==> src/rtl/lhb_pkg.sv <==
package lhb_pkg;
    typedef enum logic [1:0] {
        ST_IDLE  = 2'd0,
        ST_FORCE = 2'd1,
        ST_BEAT  = 2'd2
    } req_state_t;

    localparam int CH_TX = 0;
    localparam int CH_RX = 1;
    localparam int N_CH  = 2;
endpackage

==> src/rtl/lhb_slot_prescaler.sv <==
module lhb_slot_prescaler #(
    parameter int SLOT_BITS = 512
) (
    input  logic clk,
    input  logic rst_n,
    input  logic bit_tick,
    output logic half_tick,
    output logic slot_tick
);
    localparam int CW   = $clog2(SLOT_BITS);
    localparam int HALF = SLOT_BITS / 2;

    logic [CW-1:0] cnt_q;
    logic          at_end;
    logic          at_half;

    assign at_end  = (cnt_q == CW'(SLOT_BITS - 1));
    assign at_half = (cnt_q == CW'(HALF - 1));

    always_ff @(posedge clk) begin
        if (!rst_n) begin
            cnt_q <= '0;
        end else if (bit_tick) begin
            cnt_q <= at_end ? '0 : cnt_q + 1'b1;
        end
    end

    assign half_tick = bit_tick && (at_half || at_end);
    assign slot_tick = bit_tick && at_end;
endmodule

==> src/rtl/lhb_idle_timer.sv <==
module lhb_idle_timer #(
    parameter int W = 8
) (
    input  logic         clk,
    input  logic         rst_n,
    input  logic         tick,
    input  logic         clear,
    input  logic [W-1:0] thr,
    output logic         fire
);
    logic [W-1:0] cnt_q;
    logic         en;
    logic         last;

    assign en   = (thr != '0);
    assign last = (cnt_q >= thr - 1'b1);
    assign fire = en && tick && !clear && last;

    always_ff @(posedge clk) begin
        if (!rst_n) begin
            cnt_q <= '0;
        end else if (!en || clear) begin
            cnt_q <= '0;
        end else if (tick) begin
            cnt_q <= last ? '0 : cnt_q + 1'b1;
        end
    end
endmodule

==> src/rtl/lhb_req_sequencer.sv <==
module lhb_req_sequencer
    import lhb_pkg::*;
#(
    parameter int OP_W = 16
) (
    input  logic            clk,
    input  logic            rst_n,
    input  logic            beat_set,
    input  logic            force_set,
    input  logic [OP_W-1:0] beat_op,
    input  logic [OP_W-1:0] force_op,
    input  logic            ready,
    output logic            valid,
    output logic [OP_W-1:0] op,
    output logic            force_waiting
);
    req_state_t      state_q, state_d;
    logic            force_pend_q, beat_pend_q;
    logic            took_force, took_beat;
    logic [OP_W-1:0] op_q;

    assign took_force = (state_q == ST_FORCE) && ready;
    assign took_beat  = (state_q == ST_BEAT)  && ready;

    always_comb begin
        state_d = state_q;
        unique case (state_q)
            ST_IDLE: begin
                if (force_pend_q)     state_d = ST_FORCE;
                else if (beat_pend_q) state_d = ST_BEAT;
            end
            ST_FORCE: if (ready) state_d = ST_IDLE;
            ST_BEAT:  if (ready) state_d = ST_IDLE;
            default:  state_d = ST_IDLE;
        endcase
    end

    always_ff @(posedge clk) begin
        if (!rst_n) state_q <= ST_IDLE;
        else        state_q <= state_d;
    end

    always_ff @(posedge clk) begin
        if (!rst_n) begin
            force_pend_q <= 1'b0;
            beat_pend_q  <= 1'b0;
        end else begin
            force_pend_q <= (force_pend_q && !took_force) || force_set;
            beat_pend_q  <= (beat_pend_q && !took_beat) || beat_set;
        end
    end

    always_ff @(posedge clk) begin
        if (!rst_n) begin
            op_q <= '0;
        end else if (state_q == ST_IDLE) begin
            if (state_d == ST_FORCE)     op_q <= force_op;
            else if (state_d == ST_BEAT) op_q <= beat_op;
        end
    end

    always_comb begin
        valid         = (state_q != ST_IDLE);
        op            = op_q;
        force_waiting = force_pend_q;
    end
endmodule

==> src/rtl/link_heartbeat.sv <==
module link_heartbeat
    import lhb_pkg::*;
#(
    parameter int SLOT_BITS = 512,
    parameter int PER_W     = 8,
    parameter int OP_W      = 16
) (
    input  logic             clk,
    input  logic             rst_n,
    input  logic             bit_tick,
    input  logic             tx_seen,
    input  logic             rx_good,
    input  logic [PER_W-1:0] period,
    input  logic [OP_W-1:0]  beat_opcode,
    input  logic [OP_W-1:0]  force_opcode,
    input  logic             force_req,
    input  logic             irq_clr,
    output logic             frm_valid,
    input  logic             frm_ready,
    output logic [OP_W-1:0]  frm_opcode,
    output logic             irq
);
    logic            half_tick, slot_tick;
    logic [N_CH-1:0] tick_v, clr_v, fire_v;
    logic            force_pend;
    logic            irq_q;

    lhb_slot_prescaler #(.SLOT_BITS(SLOT_BITS)) i_presc (
        .clk(clk), .rst_n(rst_n), .bit_tick(bit_tick),
        .half_tick(half_tick), .slot_tick(slot_tick)
    );

    // Transmit side counts half slots, receive side full slots, to the same limit.
    assign tick_v[CH_TX] = half_tick;
    assign tick_v[CH_RX] = slot_tick;
    assign clr_v[CH_TX]  = tx_seen;
    assign clr_v[CH_RX]  = rx_good;

    for (genvar g = 0; g < N_CH; g++) begin : g_idle
        lhb_idle_timer #(.W(PER_W)) i_timer (
            .clk(clk), .rst_n(rst_n), .tick(tick_v[g]), .clear(clr_v[g]),
            .thr(period), .fire(fire_v[g])
        );
    end

    lhb_req_sequencer #(.OP_W(OP_W)) i_seq (
        .clk(clk), .rst_n(rst_n),
        .beat_set(fire_v[CH_TX]), .force_set(force_req),
        .beat_op(beat_opcode), .force_op(force_opcode),
        .ready(frm_ready), .valid(frm_valid), .op(frm_opcode),
        .force_waiting(force_pend)
    );

    always_ff @(posedge clk) begin
        if (!rst_n)              irq_q <= 1'b0;
        else if (fire_v[CH_RX])  irq_q <= 1'b1;
        else if (irq_clr)        irq_q <= 1'b0;
    end

    assign irq = irq_q;
endmodule

==> config.mk <==
export PLATFORM = sky130hd
export DESIGN_NAME = link_heartbeat
export DESIGN_NICKNAME = d
export VERILOG_FILES = /design/src/rtl/lhb_pkg.sv /design/src/rtl/lhb_slot_prescaler.sv /design/src/rtl/lhb_idle_timer.sv /design/src/rtl/lhb_req_sequencer.sv /design/src/rtl/link_heartbeat.sv
export SDC_FILE = /design/constraint.sdc
export NUM_CORES = 1
export LEC_CHECK = 0
export CAP_MARGIN = 20
export CORE_ASPECT_RATIO = 0.75
export CORE_MARGIN = 2
export CORE_UTILIZATION = 50
export DETAILED_ROUTE_END_ITERATION = 12
export DONT_BUFFER_PORTS = 1
export HOLD_SLACK_MARGIN = 0.12
export RECOVER_POWER = 25
export SETUP_SLACK_MARGIN = 0.3
export SLEW_MARGIN = 0
export SYNTH_ARGS = -nofsm -noshare
export SYNTH_HDL_FRONTEND = slang
export SYNTH_SLANG_ARGS = --single-unit
==> constraint.sdc <==
create_clock -name clk -period 7.5 [get_ports clk]
set_input_delay 0.375 -clock clk [delete_from_list [all_inputs] [get_ports clk]]
set_output_delay 0.375 -clock clk [all_outputs]
set_load 0.01 [all_outputs]
==> flow_metrics.env <==
export IMPL_cts_resized=0
export IMPL_numClockSinks=46
export IMPL_ant_nets=0
export IMPL_clk_latency_ps=300
export IMPL_drive_above_1_share_pct=13.6
export IMPL_grt_pass1_vias=1797
export IMPL_root_buffer="clkbuf_8"
export IMPL_hold_violations=0
export IMPL_slew_violations=0
export IMPL_coreArea_mm2=0.00527
export IMPL_setup_viol=0
export IMPL_synth_compound_area_share_pct=15.3
export IMPL_path_cells="inv_1 -> ha_1 -> nor2b_1 -> o21ai_1 -> a21oi_1 -> ha_1 -> mux2i_1 -> a211oi_1"
export IMPL_yosys_warnings=0
export IMPL_wl_mm=4.95
export IMPL_detailed_place_hpwl_mm=3.90
export IMPL_finalCritPeriodShare_pct=34.0
export IMPL_synth_area_top_cells="dfxtp_1 (34%), ha_1 (10%), mux2i_1 (7.0%)"
export IMPL_clkTransAtPathRegs_ps=90
export IMPL_synth_top_family_by_area="simple AND/OR/NAND/NOR gates"
export IMPL_relSlewSlack_pct=43.1
export IMPL_synth_top_area_share_pct=34.1
export IMPL_synth_edf_count=0
export IMPL_p_per_area_mw_per_mm2=187
export IMPL_clock_skew_ps=5.27
export IMPL_reg2regPathDepth=8
export IMPL_cp_slowest_cell="ha_1"
export IMPL_fmax_mhz=393
export IMPL_hp_class="in -> reg"
export IMPL_area_growth_synth_to_final_pct=6.44
export IMPL_nNetsFinal=363
export IMPL_cts_buffers=5
export IMPL_grt_usage_pct=18.1
export IMPL_synth_distinct_cells=53
export IMPL_route_detailed_wl_per_inst_um=13.4
export IMPL_cp_slowest_stage_delay_ps=750
export IMPL_synthArstFlopShare_pct=0
export IMPL_cp_startpoint="i_seq.state_q[1]"
export IMPL_antenna_found_initial=0
export IMPL_timing_rr_start="i_seq.state_q[1]"
export IMPL_synth_nets=366
export IMPL_synth_ff_type="dfxtp_1"
export IMPL_grt_max_degree=33
export IMPL_dieArea_mm2=0.00601
export IMPL_p_leak_uw=0.00110
export IMPL_dpl_instance_area_mm2=0.00275
export IMPL_arrival_ps=2760
export IMPL_yosys_register_bits=46
export IMPL_cts_tree="built"
export IMPL_rsz0062_at_grt="no"
export IMPL_finalSetupTns_ps=0
export IMPL_rows=23
export IMPL_io_pin_count=66
export IMPL_timing_rr_end="i_seq.op[0]"
export IMPL_synthSimpleGateAreaFrac_pct=20.3
export IMPL_worstSetupEndpoint="i_seq.op[0]"
export IMPL_rrSetupSlack_ps=4950
export IMPL_pre_cts_ws_ps=4720
export IMPL_route_detailed_drc=0
export IMPL_drt_iter0_markers=56
export IMPL_overflow=0
export IMPL_synth_top_area_cell="dfxtp_1"
export IMPL_tightest_slew_ps=854
export IMPL_die_h_um=67.6
export IMPL_finalWorstSetupSlack_ps=4950
export IMPL_avgSynthCellArea_um2=9.12
export IMPL_clk_path_buf_depth=2
export IMPL_die_x_um=88.8
export IMPL_crit_type="reg -> reg"
export IMPL_required_ps=7710
export IMPL_syn_area_mm2=0.00270
export IMPL_final_area_mm2=0.00287
export IMPL_max_cap_violations=0
export IMPL_start_util_pct=51.2
export IMPL_port_buffers=0
export IMPL_num_antenna_cells=0
export IMPL_yosys_area_share_adder_pct=10.6
export IMPL_critical_path_max_fanout=16
export IMPL_viasPerCell=5.18
export IMPL_ys_seq_area_share_pct=34.1
export IMPL_gp_congestion=0.831
export IMPL_critPathMostFrequentCell="ha_1"
export IMPL_holdBufCountCts=0
export IMPL_grt_pass1_wl_mm=8.31
export IMPL_vdd_ir_drop_max_uv=123
export IMPL_htree_levels=2
export IMPL_num_vias=1911
export IMPL_post_cts_buffers=0
export IMPL_worstHoldStart="bit_tick"
export IMPL_worst_setup_path_end_kind="flop"
export IMPL_synth_cells=296
export IMPL_drtPass1Iterations=4
export IMPL_synthMuxAreaShare_pct=7.05
export IMPL_fin_crit_ps=2550
export IMPL_status="finished, final reports clean"
export IMPL_cp_start_kind="flop"
export IMPL_synthXorXnorAreaFrac_pct=8.95
[layout make-up]
type                            count  area (um^2)
Fill cell                         506         2390
Multi-Input combinational cell    226         1680
Timing Repair Buffer                1         15.0
Clock buffer                        5         68.8
Tap cell                           75         93.8
Sequential cell                    46          921
Inverter                           13         48.8
Clock inverter                      3         43.8
[state kept, by name, summed over array words and instances (netlist names)]
name / count
i_seq.op: 16
i_seq.force_waiting: 1
g_idle.i_timer.cnt_q: 16
irq: 1
i_seq.state_q: 2
i_seq.beat_pend_q: 1
i_presc.cnt_q: 9
[Yosys cell counts (7+ instances only)]
cell / n
dfxtp_1: 46
nor2_1: 44
ha_1: 22
mux2i_1: 19
a211oi_1: 18
nand2_1: 18
xnor2_1: 14
nor2_2: 11
xor2_1: 11
inv_1: 10
clkbuf_1: 8
nand3_1: 7
[report_power, final]
part	switching (uW)	internal (uW)
sequential	16.6	259
clock	85.0	99.9
combinational	41.6	34.6
[kinds of logic (layout without fill, tap and decap cells)]
family                   after synthesis  count (layout)
AND/OR/NAND/NOR                      109             109
AO/OA/AOI/OAI                         49              49
flip-flops                            46              46
XOR/XNOR                              26              26
buffers and inverters                 24              22
adder cells (fa/ha/maj)               23              23
multiplexers                          19              19
[placed cells by master, fill, tap and decap left out, types with 2 or more instances in the layout]
| master | instances |
|---|---|
| nor3_1 | 2 |
| or3_1 | 3 |
| a211oi_1 | 18 |
| nand3_1 | 7 |
| nand4_1 | 4 |
| nand2b_1 | 3 |
| a21oi_1 | 4 |
| xor2_1 | 11 |
| dfxtp_1 | 46 |
| nor3_2 | 2 |
| nor2_1 | 43 |
| a21o_1 | 4 |
| and3b_1 | 2 |
| and2_1 | 2 |
| xnor2_1 | 14 |
| nor2_2 | 12 |
| o21ai_0 | 2 |
| clkbuf_8 | 5 |
| o21a_1 | 3 |
| nand2_1 | 18 |
| inv_2 | 3 |
| mux2i_1 | 19 |
| and3_1 | 2 |
| nor2b_1 | 2 |
| o21ai_1 | 4 |
| inv_1 | 10 |
| ha_1 | 22 |
[metal layers]
layer  up-vias  part of all wire (%)  global-route usage (%)
li1       1020                     -                       -
met1       833                    51                    25.0
met2        54                    41                    27.1
met3         4                   7.4                    5.99
met4         0                   1.1                    5.11
met5         -                     0                       0
[worst min path at each step]
stage               slack, ps  cells past startpoint                         end
finish                    160                      1            i_presc.cnt_q[8]
global route              160                      1                         irq
CTS                       160                      1            i_presc.cnt_q[8]
detailed placement        480                      1            i_presc.cnt_q[8]
global placement          480                      1            i_presc.cnt_q[8]
floorplan                 460                      2  g_idle[0].i_timer.cnt_q[0]
[through the flow]
stage,hold slack (ps),total power (uW),instances,util [%]
after global routing,161,566,369,54.5
after CTS,155,541,368,54.3
after global placement,476,355,360,52.1
final,165,536,369,54.5
after floorplan,462,344,296,-
after detailed placement,475,356,360,52.1
[critical path: cells and delay by family, from the launching register on]
family / cells / cell delay, ps
simple gates: 1 / 170
flops: 1 / 410
mux: 1 / 200
buf+inv: 1 / 90
compound gates: 3 / 550
fa+ha+maj: 2 / 1020
(Power assumes the default switching activity.)
